`src/rtl/pd_pkg.sv`:
```
package pd_pkg;

  typedef enum logic [1:0] {
    PD_NONE  = 2'd0,
    PD_EARLY = 2'd1,
    PD_LATE  = 2'd2
  } pd_dec_e;

  // Signed width that holds +/-ticks.
  function automatic int cnt_width(input int ticks);
    return $clog2(ticks + 1) + 1;
  endfunction

endpackage

```
`src/rtl/pd_clock_edges.sv`:
```
module pd_clock_edges (
  input  logic clk,
  input  logic rst,
  input  logic bit_clk,
  output logic rise,
  output logic fall,
  output logic ip_valid
);

  logic bclk_q;
  logic seen_rise_q;
  logic valid_q;

  assign rise     = bit_clk & ~bclk_q;
  assign fall     = ~bit_clk & bclk_q;
  assign ip_valid = valid_q;

  always_ff @(posedge clk) begin
    if (rst) begin
      bclk_q      <= 1'b0;
      seen_rise_q <= 1'b0;
      valid_q     <= 1'b0;
    end else begin
      bclk_q <= bit_clk;
      if (rise) begin
        seen_rise_q <= 1'b1;
        if (seen_rise_q) valid_q <= 1'b1;
      end
    end
  end


  valid_after_rise_chk: assert property (@(posedge clk) disable iff (rst)
    $rose(ip_valid) |-> $past(rise));


  edges_apart_chk: assert property (@(posedge clk) disable iff (rst)
    fall |=> !fall);

endmodule

```
`src/rtl/pd_integrator.sv`:
```
module pd_integrator #(
  parameter int BIT_TICKS = 20,
  parameter int W         = pd_pkg::cnt_width(BIT_TICKS)
) (
  input  logic                clk,
  input  logic                rst,
  input  logic                dump,
  input  logic                sample,
  output logic signed [W-1:0] result
);

  localparam logic signed [W-1:0] LIM = W'(BIT_TICKS);
  localparam logic signed [W-1:0] ONE = W'(1);

  logic signed [W-1:0] acc_q;
  logic signed [W-1:0] res_q;

  // Saturating +/-1 step.
  function automatic logic signed [W-1:0] bump(input logic signed [W-1:0] a,
                                                input logic up);
    if (up) return (a >= LIM) ? LIM : a + ONE;
    else    return (a <= -LIM) ? -LIM : a - ONE;
  endfunction

  function automatic logic signed [W-1:0] first_step(input logic up);
    return up ? ONE : -ONE;
  endfunction

  always_ff @(posedge clk) begin
    if (rst) begin
      acc_q <= '0;
      res_q <= '0;
    end else if (dump) begin
      res_q <= acc_q;
      acc_q <= first_step(sample);
    end else begin
      acc_q <= bump(acc_q, sample);
    end
  end

  assign result = res_q;


  acc_range_chk: assert property (@(posedge clk) disable iff (rst)
    (acc_q <= LIM) && (acc_q >= -LIM));


  restart_chk: assert property (@(posedge clk) disable iff (rst)
    dump |=> (acc_q == ONE) || (acc_q == -ONE));


  reset_clear_chk: assert property (@(posedge clk)
    rst |=> (acc_q == '0) && (res_q == '0));

endmodule

```
`src/rtl/pd_decider.sv`:
```
module pd_decider #(
  parameter int BIT_TICKS = 20,
  parameter int W         = pd_pkg::cnt_width(BIT_TICKS)
) (
  input  logic                clk,
  input  logic                rst,
  input  logic                q_done,
  input  logic                ip_valid,
  input  logic signed [W-1:0] ip_res,
  input  logic signed [W-1:0] q_res,
  output logic                early,
  output logic                late
);

  import pd_pkg::*;

  localparam logic signed [W-1:0] LIM = W'(BIT_TICKS);

  logic    early_q, late_q;
  pd_dec_e verdict;

  function automatic pd_dec_e judge(input logic valid,
                                    input logic signed [W-1:0] ip,
                                    input logic signed [W-1:0] q);
    if (!valid)                  return PD_NONE;
    if (q == '0)                 return PD_NONE;
    if (q == LIM || q == -LIM)   return PD_NONE;
    if (ip == '0)                return PD_EARLY;
    if (ip[W-1] ^ q[W-1])        return PD_LATE;
    return PD_EARLY;
  endfunction

  assign verdict = judge(ip_valid, ip_res, q_res);

  always_ff @(posedge clk) begin
    if (rst) begin
      early_q <= 1'b0;
      late_q  <= 1'b0;
    end else begin
      early_q <= q_done && (verdict == PD_EARLY);
      late_q  <= q_done && (verdict == PD_LATE);
    end
  end

  assign early = early_q;
  assign late  = late_q;


  no_both_chk: assert property (@(posedge clk) disable iff (rst)
    !(early && late));


  single_pulse_chk: assert property (@(posedge clk) disable iff (rst)
    (early || late) |=> !(early || late));


  no_early_decision_chk: assert property (@(posedge clk) disable iff (rst)
    !ip_valid |=> !(early || late));


  q_zero_silent_chk: assert property (@(posedge clk) disable iff (rst)
    (q_done && q_res == '0) |=> !(early || late));


  q_run_silent_chk: assert property (@(posedge clk) disable iff (rst)
    (q_done && (q_res == LIM || q_res == -LIM)) |=> !(early || late));

endmodule

```
`src/rtl/early_late_pd.sv`:
```
module early_late_pd #(
  parameter int BIT_TICKS = 20
) (
  input  logic clk,
  input  logic rst,
  input  logic bit_clk,
  input  logic rx_bit,
  output logic early,
  output logic late
);

  localparam int CW     = pd_pkg::cnt_width(BIT_TICKS);
  localparam int N_INTG = 2;   // 0: in-phase, 1: quadrature

  logic                 rise, fall, ip_valid;
  logic                 q_done_q;
  logic [N_INTG-1:0]    dump_vec;
  logic signed [CW-1:0] res_vec [N_INTG];

  pd_clock_edges u_edges (
    .clk      (clk),
    .rst      (rst),
    .bit_clk  (bit_clk),
    .rise     (rise),
    .fall     (fall),
    .ip_valid (ip_valid)
  );

  assign dump_vec = {fall, rise};

  for (genvar g = 0; g < N_INTG; g++) begin : g_intg
    pd_integrator #(.BIT_TICKS(BIT_TICKS), .W(CW)) u_intg (
      .clk    (clk),
      .rst    (rst),
      .dump   (dump_vec[g]),
      .sample (rx_bit),
      .result (res_vec[g])
    );
  end

  // Quadrature result is readable one cycle after its window closes.
  always_ff @(posedge clk) begin
    if (rst) q_done_q <= 1'b0;
    else     q_done_q <= fall;
  end

  pd_decider #(.BIT_TICKS(BIT_TICKS), .W(CW)) u_dec (
    .clk      (clk),
    .rst      (rst),
    .q_done   (q_done_q),
    .ip_valid (ip_valid),
    .ip_res   (res_vec[0]),
    .q_res    (res_vec[1]),
    .early    (early),
    .late     (late)
  );


  pulse_follows_fall_chk: assert property (@(posedge clk) disable iff (rst)
    (early || late) |-> $past(q_done_q));

endmodule

```
`config.mk`:
```
export PLATFORM = sky130hd
export DESIGN_NAME = early_late_pd
export DESIGN_NICKNAME = d
export VERILOG_FILES = /design/src/rtl/pd_pkg.sv /design/src/rtl/pd_clock_edges.sv /design/src/rtl/pd_integrator.sv /design/src/rtl/pd_decider.sv /design/src/rtl/early_late_pd.sv
export SDC_FILE = /design/constraint.sdc
export NUM_CORES = 1
export LEC_CHECK = 0
export BUFFER_PORTS_ARGS = -buffer_cell sky130_fd_sc_hd__buf_2
export CORE_AREA = 4 4 60 62
export CTS_CLUSTER_DIAMETER = 40
export DETAILED_ROUTE_END_ITERATION = 10
export DIE_AREA = 0 0 64 66
export PLACE_DENSITY_LB_ADDON = 0.12
export RECOVER_POWER = 25
export SETUP_SLACK_MARGIN = 0.15
export SLEW_MARGIN = 30
export SYNTH_ARGS = -nofsm -noshare
export SYNTH_HDL_FRONTEND = slang
export SYNTH_HIERARCHICAL = 1
export SYNTH_SLANG_ARGS = --single-unit
```
`constraint.sdc`:
```
create_clock -name clk -period 1.6 [get_ports clk]
set_clock_uncertainty 0.15 [all_clocks]
set_input_delay 0.32 -clock clk [delete_from_list [all_inputs] [get_ports clk]]
set_output_delay 0.32 -clock clk [all_outputs]
set_load 0.03 [all_outputs]
```
==> impl_metrics.env <==
export IMPL_fin_nets=199
export IMPL_io_pins=6
export IMPL_fin_util_pct=63.1
export IMPL_synth_main_ff_cell="dfxtp_1"
export IMPL_final_setup_viol_count=0
export IMPL_drv_cap=0
export IMPL_overflow=0
export IMPL_cts_htree_levels=2
export IMPL_cp_startpoint="g_intg[0].u_intg/acc_q[1]"
export IMPL_dr_max_layer_used="met4"
export IMPL_max_slew_margin_rel_pct=74.5
export IMPL_via_per_inst=5.58
export IMPL_syn_inst=175
export IMPL_seq_area_frac_synth_pct=37.2
export IMPL_critPathSlowestCell="dfxtp_4"
export IMPL_drt_wl_total_mm=3.42
export IMPL_timing_fmax_mhz=661
export IMPL_synth_top_family_by_area="simple AND/OR/NAND/NOR gates"
export IMPL_die_area_mm2=0.00422
export IMPL_synthMuxAreaShare_pct=8.68
export IMPL_clockBufferDepth=2
export IMPL_fillCellCount=249
export IMPL_tritoncts="built"
export IMPL_start_util_pct=53.3
export IMPL_worstReg2RegEnd="g_intg[0].u_intg/acc_q[1]"
export IMPL_cp_num_buf_inv=1
export IMPL_grt_use_total_pct=17.0
export IMPL_ant_nets=0
export IMPL_die_y_um=66
export IMPL_wl_met1_mm=1.72
export IMPL_synth_xor_area_share_pct=7.05
export IMPL_hold_end="u_edges/bclk_q"
export IMPL_path_depth=6
export IMPL_min_path_type="input port to register"
export IMPL_vias=1306
export IMPL_drc=0
export IMPL_first_pass_iters=4
export IMPL_gp_congestion=0.898
export IMPL_tightest_slew_ns=0.382
export IMPL_reg2reg_slack_ns=0.09
export IMPL_rr_worst_depth=6
export IMPL_finalHoldViolCount=0
export IMPL_synth_compound_area_share_pct=15.6
export IMPL_syn_area_mm2=0.00161
export IMPL_wl_met3_um=81
export IMPL_synth_top_area_share_pct=37.2
export IMPL_clock_sinks=30
export IMPL_fin_crit_ns=1.51
export IMPL_clkTransAtPathRegs_ns=0.10
export IMPL_rsz0062_at_grt="yes"
export IMPL_startpoint_type="register"
export IMPL_min_from="bit_clk"
export IMPL_setup_tns_ns=0
export IMPL_synth_edff_count=0
export IMPL_synth_top_cell_by_area="dfxtp_1"
export IMPL_power_density_mw_per_mm2=971
export IMPL_final_max_slew_viol_count=0
export IMPL_yosysMostFrequentCell="dfxtp_1"
export IMPL_async_flop_share_pct=0
export IMPL_reg2reg_from="g_intg[0].u_intg/acc_q[1]"
export IMPL_grt_pass1_wl_mm=5.62
export IMPL_antenna_found_initial=0
export IMPL_synth_area_leaders="dfxtp_1 (37%), mux2i_1 (8.7%), xor2_1 (4.9%)"
export IMPL_synth_cell_types=40
export IMPL_ys_seq_elements=30
export IMPL_endpoint_kind="register"
export IMPL_worstHoldPathCells=2
export IMPL_irDropWorstVdd_mv=0.617
export IMPL_cts_hold_buffers=0
export IMPL_core_area_mm2=0.00303
export IMPL_wl_met2_mm=1.57
export IMPL_crit_fanout=4
export IMPL_die_w_um=64
export IMPL_syn_area_per_cell_um2=9.22
export IMPL_wl_per_cell_um=14.6
export IMPL_arrival_ns=1.58
export IMPL_hpwl_mm=2.33
export IMPL_status="completed"
export IMPL_critPathKind="register to register"
export IMPL_drtIter0Drc=72
export IMPL_required_ns=1.67
export IMPL_yosys_warnings=6
export IMPL_grt_pass1_vias=1287
export IMPL_critPathMaxStageDelay_ns=0.37
export IMPL_period_share_pct=94.6
export IMPL_syn2layout_area_growth_pct=18.4
export IMPL_synth_common_cells="dfxtp_1 (30), nor2_1 (17), mux2i_1 (14)"
export IMPL_clock_latency_ns=0.32
export IMPL_cp_top_family="compound AO/OA/AOI/OAI gates"
export IMPL_synth_simple_gate_area_share_pct=20.9
export IMPL_cts_made_buffers=5
export IMPL_antenna_cells=0
export IMPL_synthAdderAreaFrac_pct=4.65
export IMPL_synth_fp_nets=185
export IMPL_drive_gt1_share_pct=35.3
export IMPL_port_buffers=5
export IMPL_total_leakage_power_nw=0.779
export IMPL_cts_root_buf="clkbuf_4"
export IMPL_path_cells="inv_2 > ha_1 > and3b_2 > o21ai_4 > mux2i_1 > o21a_1"
export IMPL_holdWs_ns=0.123
export IMPL_rows=20
export IMPL_grt_max_degree=20
==> flip-flops by register name, indices dropped and copies added, names as in the netlist <==
register              flops
u_edges/seen_rise_q       1
g_intg.u_intg/result     12
u_edges/ip_valid          1
g_intg.u_intg/acc_q      12
q_done_q                  1
u_edges/bclk_q            1
u_dec/late                1
u_dec/early               1
==> cells in the final DEF (no fill, tap or decap), drive strengths merged, types with 3 or more instances in the layout <==
cell type | synthesis | routed
nor2 | 17 | 17
a31oi | 4 | 4
or3 | 6 | 6
nand3 | 4 | 4
nand2b | 6 | 6
clkbuf | 4 | 7
mux2i | 14 | 14
xnor2 | 4 | 4
nor3 | 5 | 5
nor3b | 4 | 4
buf | 6 | 16
dfxtp | 30 | 30
inv | 10 | 10
a21oi | 7 | 7
nor4 | 3 | 3
xor2 | 9 | 9
and3b | 3 | 3
o21ai | 10 | 10
ha | 6 | 6
==> timing repair <==
action                                  CTS  global route
endpoints found under the setup margin   14            16
buffers inserted                          2             0
gates resized for setup                  29            14
pin swaps                                 9             8
cloned                                    0             0
==> through the flow <==
step	std cells	worst slack [ns]	instance area (um2)	power [mW]
2_1_floorplan	175	0.141	1620	1.20
3_3_place_gp	224	0.00908	1710	1.28
3_5_place_dp	224	-0.0216	1710	1.29
4_1_cts	234	0.0776	1880	1.84
5_1_grt	234	0.0232	1910	1.96
6_report	234	0.0861	1910	1.86
==> where the power goes <==
part / leakage (nW) / internal (mW) / switching [mW]
sequential: 0.250 / 0.809 / 0.0902
combinational: 0.494 / 0.250 / 0.229
clock: 0.0343 / 0.211 / 0.266
==> metal layers <==
metal,vias up,track usage [%]
met1,638,21.4
met2,20,27.1
met5,-,0
met3,7,3.74
met4,0,8.89
li1,641,-
==> worst max-delay path by stage <==
stage | slack, ns | endpoint
after floorplan | 0.14 | g_intg[0].u_intg/acc_q[5]
after global placement | 0.009 | g_intg[0].u_intg/acc_q[4]
after detailed placement | -0.02 | g_intg[0].u_intg/acc_q[1]
after CTS | 0.08 | u_dec/early
after global routing | 0.02 | g_intg[0].u_intg/acc_q[5]
final | 0.09 | g_intg[0].u_intg/acc_q[1]
==> layout make-up <==
cell class	count	area, um2	share of cell area [%]
Sequential cell	30	619	32.4
Inverter	10	37.5	1.96
Timing Repair Buffer	17	113	5.89
Clock buffer	6	51.3	2.69
Multi-Input combinational cell	125	1020	53.5
Tap cell	44	55.1	2.88
Clock inverter	2	12.5	0.655
==> logic make-up after synthesis <==
group                    Yosys count
buffers and inverters             20
adder cells (fa/ha/maj)            6
multiplexers                      14
AND/OR/NAND/NOR                   55
AO/OA/AOI/OAI                     37
flip-flops                        30
XOR/XNOR                          13
Note: power is estimated with default switching activity, not from simulation.
